$ cat src/rtl/bm_regs_pkg.sv
// Shared constants and types for the bus-master DMA register file.
// Assumes two channels laid out back to back in a 16-byte window.
package bm_regs_pkg;
    localparam int NUM_CH    = 2;
    localparam int CH_BYTES  = 8;
    localparam int WIN_BYTES = NUM_CH * CH_BYTES;
    localparam int OFS_W     = $clog2(WIN_BYTES);
    localparam int CH_OFS_W  = $clog2(CH_BYTES);
    localparam int CH_W      = $clog2(NUM_CH);
    localparam int DATA_W    = 32;
    localparam int PTR_W     = 32;
    localparam int LANES     = DATA_W / 8;
    localparam int PTR_BYTES = PTR_W / 8;

    // byte positions inside one channel
    localparam int OFS_CMD     = 0;
    localparam int OFS_SPARE_A = 1;
    localparam int OFS_STS     = 2;
    localparam int OFS_SPARE_B = 3;
    localparam int OFS_PTR     = 4;

    // command bits
    localparam int CMD_RUN = 0;
    localparam int CMD_DIR = 3;
    // status bits
    localparam int STS_ACT = 0;
    localparam int STS_ERR = 1;
    localparam int STS_IRQ = 2;
    localparam logic [7:0] STS_RESET = 8'h60;

    typedef enum logic [1:0] {
        SZ_BYTE = 2'd0,
        SZ_HALF = 2'd1,
        SZ_WORD = 2'd2,
        SZ_BAD  = 2'd3
    } acc_size_e;

    typedef enum logic [2:0] {
        TGT_NONE,
        TGT_CMD,
        TGT_STS,
        TGT_PTR,
        TGT_SPARE_A,
        TGT_SPARE_B
    } tgt_e;

    typedef struct packed {
        tgt_e            tgt;
        logic [CH_W-1:0] chan;
        logic            bad;
    } wr_dec_t;
endpackage

$ cat src/rtl/bm_wr_decode.sv
// Write decoder: maps offset and size of a host write onto a target
// register of one channel, or flags the write as malformed.
// Assumes one access per cycle; reads never reach this decoder's output.
module bm_wr_decode
    import bm_regs_pkg::*;
(
    input  logic             wr_req,
    input  logic [OFS_W-1:0] ofs,
    input  logic [1:0]       size,
    output wr_dec_t          dec
);
    logic [CH_OFS_W-1:0] lo;
    assign lo = ofs[CH_OFS_W-1:0];

    // classify the write by byte position and size
    always_comb begin
        dec.tgt  = TGT_NONE;
        dec.chan = ofs[OFS_W-1:CH_OFS_W];
        dec.bad  = 1'b0;
        if (wr_req) begin
            unique case (int'(lo))
                OFS_CMD: begin
                    if (size == SZ_BYTE) dec.tgt = TGT_CMD;
                    else                 dec.bad = 1'b1;
                end
                OFS_STS: begin
                    if (size == SZ_BYTE) dec.tgt = TGT_STS;
                    else                 dec.bad = 1'b1;
                end
                OFS_SPARE_A: begin
                    if (size == SZ_BYTE) dec.tgt = TGT_SPARE_A;
                    else                 dec.bad = 1'b1;
                end
                OFS_SPARE_B: begin
                    if (size == SZ_BYTE) dec.tgt = TGT_SPARE_B;
                    else                 dec.bad = 1'b1;
                end
                OFS_PTR: begin
                    if (size == SZ_WORD) dec.tgt = TGT_PTR;
                    else                 dec.bad = 1'b1;
                end
                default: dec.bad = 1'b1;
            endcase
        end
    end
endmodule

$ cat src/rtl/bm_channel.sv
// One channel of bus-master registers with all write side effects:
// run-edge detection, direction lock, read-only active bit,
// write-one-to-clear interrupt/error, and completion handling.
// Assumes wr_tgt is already gated to TGT_NONE for other channels.
module bm_channel
    import bm_regs_pkg::*;
(
    input  logic             clk,
    input  logic             rst_n,
    input  tgt_e             wr_tgt,
    input  logic [7:0]       wr_byte,
    input  logic [PTR_W-1:0] wr_word,
    input  logic             done,
    output logic [7:0]       cmd_q,
    output logic [7:0]       sts_q,
    output logic [7:0]       spare_a_q,
    output logic [7:0]       spare_b_q,
    output logic [PTR_W-1:0] ptr_q,
    output logic             start_ev,
    output logic             abort_ev
);
    logic [7:0]       cmd_d, sts_d, spare_a_d, spare_b_d;
    logic [PTR_W-1:0] ptr_d;

    // next-state of every register: software write first, completion last
    always_comb begin
        cmd_d     = cmd_q;
        sts_d     = sts_q;
        spare_a_d = spare_a_q;
        spare_b_d = spare_b_q;
        ptr_d     = ptr_q;
        start_ev  = 1'b0;
        abort_ev  = 1'b0;
        unique case (wr_tgt)
            TGT_CMD: begin
                cmd_d = wr_byte;
                if (sts_q[STS_ACT]) cmd_d[CMD_DIR] = cmd_q[CMD_DIR];
                if (!cmd_q[CMD_RUN] && wr_byte[CMD_RUN]) begin
                    sts_d[STS_ACT] = 1'b1;
                    start_ev       = !done;
                end else if (cmd_q[CMD_RUN] && !wr_byte[CMD_RUN]) begin
                    sts_d[STS_ACT] = 1'b0;
                    abort_ev       = !done;
                end
            end
            TGT_STS: begin
                sts_d          = wr_byte;
                sts_d[STS_ACT] = sts_q[STS_ACT];
                sts_d[STS_ERR] = sts_q[STS_ERR] & ~wr_byte[STS_ERR];
                sts_d[STS_IRQ] = sts_q[STS_IRQ] & ~wr_byte[STS_IRQ];
            end
            TGT_PTR:     ptr_d     = wr_word;
            TGT_SPARE_A: spare_a_d = wr_byte;
            TGT_SPARE_B: spare_b_d = wr_byte;
            default: ;
        endcase
        if (done) begin
            cmd_d[CMD_RUN] = 1'b0;
            sts_d[STS_ACT] = 1'b0;
            sts_d[STS_IRQ] = 1'b1;
        end
    end

    // register update with reset values
    always_ff @(posedge clk) begin
        if (!rst_n) begin
            cmd_q     <= '0;
            sts_q     <= STS_RESET;
            spare_a_q <= '0;
            spare_b_q <= '0;
            ptr_q     <= '0;
        end else begin
            cmd_q     <= cmd_d;
            sts_q     <= sts_d;
            spare_a_q <= spare_a_d;
            spare_b_q <= spare_b_d;
            ptr_q     <= ptr_d;
        end
    end
endmodule

$ cat src/rtl/bm_read_port.sv
// Read path: aligns the offset to the access size, gathers the bytes
// little-endian from the flat register image and registers the result.
// Assumes one read per cycle at most; size code 3 reads as 32 bits.
module bm_read_port
    import bm_regs_pkg::*;
(
    input  logic                   clk,
    input  logic                   rst_n,
    input  logic                   rd_req,
    input  logic [OFS_W-1:0]       ofs,
    input  logic [1:0]             size,
    input  logic [WIN_BYTES*8-1:0] image,
    output logic                   rd_valid,
    output logic [DATA_W-1:0]      rd_data
);
    logic [OFS_W-1:0]  base;
    logic [DATA_W-1:0] gather;

    // align the offset down to the access size
    always_comb begin
        unique case (size)
            SZ_BYTE: base = ofs;
            SZ_HALF: base = {ofs[OFS_W-1:1], 1'b0};
            default: base = {ofs[OFS_W-1:2], 2'b00};
        endcase
    end

    for (genvar l = 0; l < LANES; l++) begin : g_lane
        logic [OFS_W-1:0] idx;
        logic             en;
        assign idx = base + OFS_W'(l);
        if (l == 0) begin : g_l0
            assign en = 1'b1;
        end else if (l == 1) begin : g_l1
            assign en = (size != SZ_BYTE);
        end else begin : g_hi
            assign en = (size == SZ_WORD) || (size == SZ_BAD);
        end
        assign gather[l*8 +: 8] = en ? image[{idx, 3'b000} +: 8] : 8'h00;
    end

    // one-cycle read response
    always_ff @(posedge clk) begin
        if (!rst_n) begin
            rd_valid <= 1'b0;
            rd_data  <= '0;
        end else begin
            rd_valid <= rd_req;
            rd_data  <= rd_req ? gather : '0;
        end
    end
endmodule

$ cat src/rtl/bm_dma_regs.sv
// Two-channel bus-master DMA register file. Decodes host writes, runs the
// per-channel side-effect logic, serves reads and registers the start,
// abort and error events toward the DMA engine and host.
// Assumes at most one host access and one completion per cycle.
module bm_dma_regs
    import bm_regs_pkg::*;
(
    input  logic              clk,
    input  logic              rst_n,
    input  logic              acc_valid,
    input  logic              acc_write,
    input  logic [OFS_W-1:0]  acc_offset,
    input  logic [1:0]        acc_size,
    input  logic [DATA_W-1:0] acc_wdata,
    output logic              rd_valid,
    output logic [DATA_W-1:0] rd_data,
    output logic              acc_err,
    input  logic              done_valid,
    input  logic [CH_W-1:0]   done_chan,
    output logic              start_pulse,
    output logic [CH_W-1:0]   start_chan,
    output logic [PTR_W-1:0]  start_ptr,
    output logic              abort_pulse,
    output logic [CH_W-1:0]   abort_chan,
    output logic [NUM_CH-1:0] irq
);
    wr_dec_t                dec;
    logic [7:0]             cmd_q     [NUM_CH];
    logic [7:0]             sts_q     [NUM_CH];
    logic [7:0]             spare_a_q [NUM_CH];
    logic [7:0]             spare_b_q [NUM_CH];
    logic [PTR_W-1:0]       ptr_q     [NUM_CH];
    logic [NUM_CH-1:0]      start_ev, abort_ev, act_vec;
    logic [WIN_BYTES*8-1:0] image;

    bm_wr_decode u_dec (
        .wr_req (acc_valid && acc_write),
        .ofs    (acc_offset),
        .size   (acc_size),
        .dec    (dec)
    );

    for (genvar c = 0; c < NUM_CH; c++) begin : g_ch
        tgt_e tgt_c;
        logic done_c;
        assign tgt_c  = (dec.chan == CH_W'(c)) ? dec.tgt : TGT_NONE;
        assign done_c = done_valid && (done_chan == CH_W'(c));

        bm_channel u_ch (
            .clk       (clk),
            .rst_n     (rst_n),
            .wr_tgt    (tgt_c),
            .wr_byte   (acc_wdata[7:0]),
            .wr_word   (acc_wdata[PTR_W-1:0]),
            .done      (done_c),
            .cmd_q     (cmd_q[c]),
            .sts_q     (sts_q[c]),
            .spare_a_q (spare_a_q[c]),
            .spare_b_q (spare_b_q[c]),
            .ptr_q     (ptr_q[c]),
            .start_ev  (start_ev[c]),
            .abort_ev  (abort_ev[c])
        );

        assign image[(c*CH_BYTES + OFS_CMD)*8 +: 8]     = cmd_q[c];
        assign image[(c*CH_BYTES + OFS_SPARE_A)*8 +: 8] = spare_a_q[c];
        assign image[(c*CH_BYTES + OFS_STS)*8 +: 8]     = sts_q[c];
        assign image[(c*CH_BYTES + OFS_SPARE_B)*8 +: 8] = spare_b_q[c];
        for (genvar p = 0; p < PTR_BYTES; p++) begin : g_pb
            assign image[(c*CH_BYTES + OFS_PTR + p)*8 +: 8] = ptr_q[c][p*8 +: 8];
        end
        assign act_vec[c] = sts_q[c][STS_ACT];
        assign irq[c]     = sts_q[c][STS_IRQ];
    end

    bm_read_port u_rd (
        .clk      (clk),
        .rst_n    (rst_n),
        .rd_req   (acc_valid && !acc_write),
        .ofs      (acc_offset),
        .size     (acc_size),
        .image    (image),
        .rd_valid (rd_valid),
        .rd_data  (rd_data)
    );

    logic              start_any, abort_any;
    logic [CH_W-1:0]   start_sel, abort_sel;
    logic [PTR_W-1:0]  start_sel_ptr;

    // pick the channel that raised a start or abort event
    always_comb begin
        start_any     = 1'b0;
        abort_any     = 1'b0;
        start_sel     = '0;
        abort_sel     = '0;
        start_sel_ptr = '0;
        for (int c = 0; c < NUM_CH; c++) begin
            if (start_ev[c]) begin
                start_any     = 1'b1;
                start_sel     = CH_W'(c);
                start_sel_ptr = ptr_q[c];
            end
            if (abort_ev[c]) begin
                abort_any = 1'b1;
                abort_sel = CH_W'(c);
            end
        end
    end

    // register the outgoing event pulses
    always_ff @(posedge clk) begin
        if (!rst_n) begin
            start_pulse <= 1'b0;
            start_chan  <= '0;
            start_ptr   <= '0;
            abort_pulse <= 1'b0;
            abort_chan  <= '0;
            acc_err     <= 1'b0;
        end else begin
            start_pulse <= start_any;
            start_chan  <= start_sel;
            start_ptr   <= start_sel_ptr;
            abort_pulse <= abort_any;
            abort_chan  <= abort_sel;
            acc_err     <= dec.bad;
        end
    end
endmodule

$ cat config.mk
export PLATFORM = sky130hd
export DESIGN_NAME = bm_dma_regs
export DESIGN_NICKNAME = d
export VERILOG_FILES = /design/src/rtl/bm_regs_pkg.sv /design/src/rtl/bm_wr_decode.sv /design/src/rtl/bm_channel.sv /design/src/rtl/bm_read_port.sv /design/src/rtl/bm_dma_regs.sv
export SDC_FILE = /design/constraint.sdc
export NUM_CORES = 1
export LEC_CHECK = 0
export BUFFER_PORTS_ARGS = -buffer_cell sky130_fd_sc_hd__buf_4
export CAP_MARGIN = 20
export CELL_PAD_IN_SITES_DETAIL_PLACEMENT = 1
export CELL_PAD_IN_SITES_GLOBAL_PLACEMENT = 1
export CORE_ASPECT_RATIO = 1.75
export CORE_MARGIN = 1.5
export CORE_UTILIZATION = 49
export CTS_CLUSTER_SIZE = 28
export DETAILED_ROUTE_END_ITERATION = 8
export PLACE_DENSITY_LB_ADDON = 0.1
export SLEW_MARGIN = 10
export SYNTH_ARGS = -nofsm -noshare
export SYNTH_HDL_FRONTEND = slang
export SYNTH_SLANG_ARGS = --single-unit
$ cat constraint.sdc
create_clock -name clk -period 9.73 [get_ports clk]
set_clock_uncertainty 0.2 [all_clocks]
set_input_delay 1.946 -clock clk [delete_from_list [all_inputs] [get_ports clk]]
set_output_delay 1.946 -clock clk [all_outputs]
set_load 0.01 [all_outputs]
-- After elaboration in Yosys (flattened, before gate mapping)
Index checks and enable logic that the tools add are counted.
- flip-flop bits (word level): 198
- bits of input ports: 44
- word-level logic and storage cells: 134
- $add $sub $neg: 3
- eq/ne operators: 17
- shift-type cells: 4
- multiplexer cells: 39
- bitwise operators: 10
- reduce and logical (&&, ||, !) cells: 33
- operator list (operator ; count):
    $shiftx A128 B8 Y8 ; 4
    $mux W32 ; 2
    $mux W1 ; 25
    $eq A3 B2 Y1 const B ; 6
    $eq A3 B3 Y1 const B ; 5
    $mux W3 ; 5
    $pmux W3 S5 ; 1
    $reduce_and A2 Y1 ; 6
    $reduce_bool A2 Y1 ; 5
    $eq A3 B1 Y1 const B ; 3
    $add A4 B2 Y4 const B ; 2
    $logic_and A1 B1 Y1 ; 8
    $mux W2 ; 4
    $logic_not A1 Y1 ; 6
    $not A1 Y1 ; 6
    $reduce_and A3 Y1 ; 2
    $add A4 B1 Y4 const B ; 1
    $and A1 B1 Y1 ; 4
    $eq A2 B2 Y1 const B ; 2
    $pmux W2 S2 ; 1
    $reduce_or A2 Y1 ; 2
    $reduce_or A4 Y1 ; 1
    $logic_not A3 Y1 ; 1
    $eq A2 B1 Y1 const B ; 1
    other kinds (3) ; 3

-- Depth between registers and ports, before layout
Gate-level depths: netlist of the first run.
- depth in word-level cells: 9
- mapped depth: 13
- depth with buffers taken out: 8

-- Hierarchy
From an unflattened synthesis of the first run, not the netlist that was laid out.
- cell total of the unflattened synthesis: 1279
- area total of the unflattened synthesis: 11735.0 um^2
- by module, submodules not included (module ; instances ; cells each ; area each (um^2) ; sequential area each (um^2)):
    bm_channel ; 2 ; 270 ; 2592.5 ; 1281.2
    bm_read_port ; 1 ; 563 ; 4937.2 ; 660.6
    bm_dma_regs ; 1 ; 163 ; 1502.7 ; 740.7
    bm_wr_decode ; 1 ; 13 ; 110.1 ; 0.0

-- Worst setup path after synthesis of the first run
No wires, ideal clock.
- kind: input to register
- start point: input port acc_size[0]
- end point: register u_rd.rd_data[11]
- arrival time: 4.853 ns
- data required time: 9.410 ns
- slack: 4.558 ns
- stages: 12
- buffers on the path: 5
- cells stage by stage: or3b_1 > buf_2 > inv_2 > buf_6 > buf_2 > buf_2 > ha_1 > xor2_2 > clkbuf_1 > mux2i_1 > o22ai_1 > o31a_1
- word-level cells in the longest chain between the ends: 4
- elaborated cells between the ends (all ways): 7
- those cells by class: add/sub (1); eq/ne (1); shift (1); mux (1); reduce/logical (3)
- RTL lines (what ; line ; RTL):
    start: declaration ; bm_dma_regs.sv:13 ; input logic [1:0] acc_size,
    $eq A2 B1 Y1 / $logic_not A2 Y1 (equally long branches) ; bm_read_port.sv:21 ; unique case (size)
    $pmux W2 S2 ; bm_read_port.sv:21 ;
    $add A4 B1 Y4 ; bm_read_port.sv:31 ; assign idx = base + OFS_W'(l);
    $shiftx A128 B8 Y8 ; bm_read_port.sv:39 ; assign gather[l*8 +: 8] = en ? image[{idx, 3'b000} +: 8] : 8'h00;
    end signal: assignment ; bm_read_port.sv:49 ; rd_data <= rd_req ? gather : '0;
    end: declaration ; bm_read_port.sv:14 ; output logic [DATA_W-1:0] rd_data
Parallel ways exist; a longest one is shown, timed or not.
A chain may end at the register's enable or synchronous reset.

-- Worst setup path after layout of the first run
- start point: input port acc_size[1]
- end point: register u_rd.rd_data[11]
The elaborated chain is that of the path after synthesis.

==> results of run 1 <==
## cells in the final DEF, fill, tap and decap left out, types with 8 or more instances in the layout
| cell type | instances |
|---|---|
| a211oi_1 | 9 |
| a21oi_1 | 113 |
| a21oi_2 | 10 |
| a22o_1 | 14 |
| a2bb2oi_1 | 9 |
| and3_1 | 8 |
| buf_4 | 131 |
| clkbuf_16 | 17 |
| dfxtp_1 | 198 |
| inv_1 | 9 |
| mux2_2 | 22 |
| mux2i_1 | 94 |
| mux4_2 | 47 |
| nand2_1 | 242 |
| nand3_1 | 17 |
| nor2_1 | 89 |
| nor3_1 | 10 |
| o21ai_0 | 33 |
| o221ai_1 | 8 |
| o22ai_1 | 38 |
## flip-flops by register name, indices dropped and copies added (netlist names), 16 cells and up
signal	flops
g_ch.u_ch.sts_q	16
u_rd.rd_data	32
g_ch.u_ch.spare_b_q	16
g_ch.u_ch.spare_a_q	16
g_ch.u_ch.cmd_q	16
g_ch.u_ch.ptr_q	64
start_ptr	32
## cells by family after synthesis
| group | share of synthesized area [%] |
|---|---|
| adder cells (fa/ha/maj) | 0.944 |
| AO/OA/AOI/OAI | 17.7 |
| flip-flops | 37.4 |
| XOR/XNOR | 0.649 |
| buffers and inverters | 5.03 |
| AND/OR/NAND/NOR | 17.2 |
| multiplexers | 21.2 |
## power breakdown
| part | total, W | switching, W | internal (W) |
|---|---|---|---|
| clock network | 0.000740 | 0.000318 | 0.000422 |
| registers | 0.000819 | 0.00000476 | 0.000814 |
| logic | 0.000192 | 0.000124 | 0.0000679 |
## worst max-delay path: cells and delay by family
kind / cells / cell delay (ns)
AO/OA/AOI/OAI: 2 / 0.38
XOR/XNOR: 1 / 0.70
buffers and inverters: 4 / 1.57
adder cells (fa/ha/maj): 1 / 0.37
AND/OR/NAND/NOR: 2 / 0.45
multiplexers: 1 / 0.55
## area by class of cell
class	instances	area share, %
inverter	12	0.382
tap	292	3.01
clock buffer	22	3.91
clock inverter	7	0.991
multi-input combinational	877	50.9
sequential	198	32.7
timing repair buffer	131	8.11
## how the worst min path moves through the flow
stage / from / endpoint / depth (start not counted)
floorplan: g_ch[0].u_ch.cmd_q[6] / g_ch[0].u_ch.cmd_q[6] / 2
global placement: g_ch[0].u_ch.cmd_q[6] / g_ch[0].u_ch.cmd_q[6] / 2
detailed placement: g_ch[0].u_ch.cmd_q[6] / g_ch[0].u_ch.cmd_q[6] / 2
CTS: g_ch[0].u_ch.cmd_q[6] / g_ch[0].u_ch.cmd_q[6] / 2
global route: g_ch[0].u_ch.cmd_q[6] / g_ch[0].u_ch.cmd_q[6] / 2
finish: g_ch[0].u_ch.cmd_q[4] / g_ch[0].u_ch.cmd_q[4] / 2
## metrics by stage
stage	util (%)	setup slack, ns	area [sq um]	power, W	hold slack (ns)
floorplan	-	4.56	10600	0.000957	0.242
global placement	53.8	3.49	11500	0.00102	0.265
detailed placement	53.8	3.43	11500	0.00102	0.282
CTS	56.6	3.91	12100	0.00175	0.293
global route	56.6	3.67	12100	0.00179	0.311
finish	56.6	3.89	12100	0.00175	0.298
## per-layer routing
layer  vias up  share of wire (%)  track usage (%)
met5         -                  0                0
met4         0                8.7             33.5
met3       180                7.9             8.16
met2       576                 48             66.0
met1      5082                 36             46.7
li1       4375                  -                -
==> flow_summary.json, run 1 <==
{
  "status": "complete, no violations",
  "grt_max_degree": 78,
  "cts_sinks": 198,
  "tns_ns": 0,
  "start_kind": "primary input",
  "cts_tree": "yes",
  "synth.most_common_cell": "nand2_1",
  "vias": 10200,
  "area_growth_pct": 14.3,
  "post_cts_buffers": 0,
  "leakage_nw": 4.53,
  "fmax_ghz": 0.171,
  "path_max_fanout": 33,
  "coreArea_sq_mm": 0.0214,
  "synthArstFlopShare_pct": 0,
  "ys_warn_count": 0,
  "synth_edf_count": 0,
  "yosys.cell_types.count": 67,
  "cts_resized": 0,
  "crit_chain": "buf_4 -> or3b_1 -> buf_4 -> inv_2 -> ha_1 -> xor2_4 -> buf_4 -> mux4_2 -> nand2_1 -> a21oi_1 -> o31a_1",
  "reg2reg_to": "start_ptr[6]",
  "final_cells": 1539,
  "dr.first_iter.drc_count": 992,
  "htree_levels": 4,
  "power.density_mw_per_mm2": 144,
  "firstDrtPassIters": 5,
  "numCtsBuffers": 17,
  "crit_end": "u_rd.rd_data[11]",
  "critPathMostFrequentCell": "buf_4",
  "drc": 0,
  "multi_input_area_sq_mm": 0.00617,
  "hold_path_class": "flop to flop",
  "ios": 116,
  "synth_cells": 1192,
  "nNetsFinal": 1289,
  "drt-total-wl_um": 45200,
  "grt_pass1_vias": 10400,
  "ctsRootBufferMaster": "clkbuf_16",
  "syn_nets": 1244,
  "finalSetupViolCount": 0,
  "seq_area_sq_mm": 0.00396,
  "r2r_slack_ns": 7.44,
  "insertion_delay_ns": 0.46,
  "ir_worst_vdd_v": 0.000136,
  "drive_above_1_share_pct": 21.4,
  "ys_seq_elements": 198,
  "gr-total-overflow": 0,
  "cp.arrival_ns": 6.00,
  "hold_buffers": 0,
  "place_hpwl_um": 31600,
  "die-area_sq_mm": 0.0226,
  "n_antenna_cell": 0,
  "tightest_slew_ns": 1.21,
  "routabilityCongestion": 0.993,
  "min_period_over_period_pct": 60.1,
  "ant_nets": 0,
  "hold_viol": 0,
  "die_y_um": 198,
  "critPathCaptureType": "flop",
  "die_width_um": 114,
  "critPathRequiredTime_ns": 9.88,
  "rsz0062_at_grt": "no",
  "r2r_cells": 6,
  "cpPeakStageDelay_ns": 0.70,
  "start_util_pct": 49.5,
  "path_class": "primary input to flop",
  "slew_violations": 0,
  "synthFlopType": "dfxtp_1",
  "nFillCells": 2485,
  "antenna_found_initial": 0,
  "max_cap_violations": 0,
  "via_per_inst": 6.64,
  "grt_pass1_wl_um": 66200,
  "yosys-top-cells-area": "dfxtp_1, mux4_2, mux2i_1",
  "clk_pin_slew_worst_paths_ns": 0.07,
  "grtUsageTotal_pct": 41.0,
  "crit_slowest_cell": "xor2_4",
  "row_count": 71,
  "yosysSeqAreaShare_pct": 37.4,
  "maxSlewHeadroom_pct": 18.4,
  "startpoint": "acc_size[1]",
  "synth_top_area_share_pct": 37.4,
  "cts_buffer_depth": 2,
  "r2r-start": "g_ch[1].u_ch.cmd_q[0]",
  "synth_commonest_cells": "nand2_1, dfxtp_1, a21oi_1",
  "yosysTopAreaCell": "dfxtp_1",
  "synth_area_sq_mm": 0.0106,
  "synth.avg_cell_area_sq_um": 8.90,
  "post-place-cells": 1510,
  "port_buffers": 115,
  "layout_min_cycle_time_ns": 5.84,
  "wl_per_cell_um": 29.4
}
No activity file was read; power rests on OpenSTA's default activity.
==> run 2, diff against run 1 <==
Settings changed: CORE_UTILIZATION 49 to 45.
Clock period 9.73 ns to 6 ns, I/O delays scaled along.
==> run 2 against run 1 <==
Compared with the run above: setup slack got worse by 1.9 ns; largest power group unchanged; sequential share of layout area down 0.21 points; via count decreased by 0.30%; die area rose by 8.7%; hold slack better by 0.0076 ns.
==> flow_summary.json, run 2 (same netlist as run 1, synthesis figures left out) <==
{
  "leakage_nw": 4.57,
  "hold_viol": 0,
  "via_per_inst": 6.52,
  "post_cts_buffers": 0,
  "cp.arrival_ns": 4.19,
  "largest_reg_flops": 64,
  "drc": 0,
  "power.density_mw_per_mm2": 229,
  "insertion_delay_ns": 0.46,
  "max_cap_violations": 0,
  "fmax_ghz": 0.248,
  "tns_ns": 0,
  "nNetsFinal": 1298,
  "wl_per_cell_um": 28.7,
  "port_buffers": 115,
  "layout_common_cells": "nand2_1, dfxtp_1, buf_4",
  "critPathCaptureType": "flop",
  "numCtsBuffers": 17,
  "die-area_sq_mm": 0.0245,
  "routabilityCongestion": 0.933,
  "final_common_cell": "nand2_1",
  "path_class": "primary input to flop",
  "largest_register": "g_ch.u_ch.ptr_q",
  "p_total_w": 0.00279,
  "cts_resized": 0,
  "antenna_found_initial": 1,
  "n_antenna_cell": 0,
  "tightest_slew_ns": 1.06,
  "top_layer": "met5",
  "whs_endpoint": "g_ch[0].u_ch.cmd_q[5]",
  "top_regs": "g_ch.u_ch.ptr_q x64, start_ptr x32, u_rd.rd_data x32",
  "layout_min_cycle_time_ns": 4.03,
  "r2r-start": "g_ch[1].u_ch.cmd_q[0]",
  "ios": 116,
  "firstDrtPassIters": 5,
  "drive_above_1_share_pct": 22.1,
  "cts_buffer_depth": 2,
  "vias": 10200,
  "slew_violations": 0,
  "grt_pass1_wl_um": 66700,
  "rsz0062_at_grt": "no",
  "multi_input_area_sq_mm": 0.00617,
  "dr.first_iter.drc_count": 1017,
  "wl_met3_um": 3350,
  "hold_buffers": 0,
  "path_max_fanout": 20,
  "r2r_slack_ns": 3.81,
  "start_util_pct": 45.6,
  "hold_path_class": "flop to flop",
  "seq_area_sq_mm": 0.00396,
  "nFillCells": 2767,
  "finalSetupViolCount": 0,
  "die_y_um": 206,
  "cts_tree": "yes",
  "htree_levels": 4,
  "r2r_cells": 6,
  "grt_pass1_vias": 10200,
  "drt-total-wl_um": 44800,
  "wl_met2_um": 21700,
  "gr-total-overflow": 0,
  "ir_worst_vdd_v": 0.000199,
  "ant_nets": 0,
  "met1Wirelength_um": 16100,
  "critPathRequiredTime_ns": 6.15,
  "min_period_over_period_pct": 67.2,
  "row_count": 74,
  "coreArea_sq_mm": 0.0232,
  "maxSlewHeadroom_pct": 29.5,
  "reg2reg_to": "start_ptr[23]",
  "min_path_cells": 2,
  "place_hpwl_um": 32400,
  "hold_start": "g_ch[0].u_ch.cmd_q[5]",
  "status": "complete, no violations",
  "grt_max_degree": 71,
  "area_growth_pct": 15.0,
  "ctsRootBufferMaster": "clkbuf_16",
  "die_width_um": 119,
  "cts_sinks": 198,
  "grtUsageTotal_pct": 37.3,
  "clk_pin_slew_worst_paths_ns": 0.07,
  "start_kind": "primary input"
}
[run 2: worst max path at each step]
stage	slack, ns	start	endpoint	cells after the start
after global routing	1.81	acc_size[1]	u_rd.rd_data[13]	10
after detailed placement	1.52	acc_size[1]	u_rd.rd_data[13]	10
final	1.97	acc_size[1]	u_rd.rd_data[13]	10
after floorplan	1.57	acc_size[0]	u_rd.rd_data[11]	12
after global placement	1.60	acc_size[1]	u_rd.rd_data[13]	10
after CTS	2.00	acc_size[1]	u_rd.rd_data[13]	10
[run 2: per-layer routing]
metal | GRT usage (%) | up-vias
met4 | 27.8 | 2
met3 | 5.74 | 180
met1 | 43.2 | 4979
li1 | - | 4400
met5 | 0 | -
met2 | 62.1 | 621
[run 2: area by class of cell]
class | count | share of cell area [%]
multi-input cells | 877 | 50.5
flip-flops and latches | 198 | 32.5
repair buffers | 140 | 8.81
clock buffers | 19 | 3.63
well taps | 304 | 3.12
clock inverters | 11 | 1.03
inverters | 12 | 0.379
[run 2: critical path: stages]
cell	delay, ns
buf_4	0.20
or3b_1	0.62
inv_2	0.13
ha_1	0.25
xor2_4	0.65
buf_4	0.35
mux4_2	0.33
nand2_1	0.09
a21oi_1	0.08
o31a_1	0.27
[run 2: report_power, final]
part,leakage [nW],total (W),switching (W),internal [W]
clock,0.276,0.00115,0.000527,0.000622
sequential,1.60,0.00133,0.00000710,0.00132
combinational,2.70,0.000314,0.000199,0.000114
total,4.57,0.00279,0.000733,0.00206
[run 2: through the flow]
step                      std cells  hold WS (ns)  instance area (sq um)  setup slack [ns]  util [%]
final                          1561         0.305                  12200              1.97      52.5
after floorplan                1192         0.242                  10600              1.57         -
after global placement         1528         0.278                  11600              1.60      49.9
after global routing           1561         0.317                  12200              1.81      52.5
after CTS                      1559         0.300                  12200              2.00      52.3
after detailed placement       1529         0.292                  11600              1.52      49.9
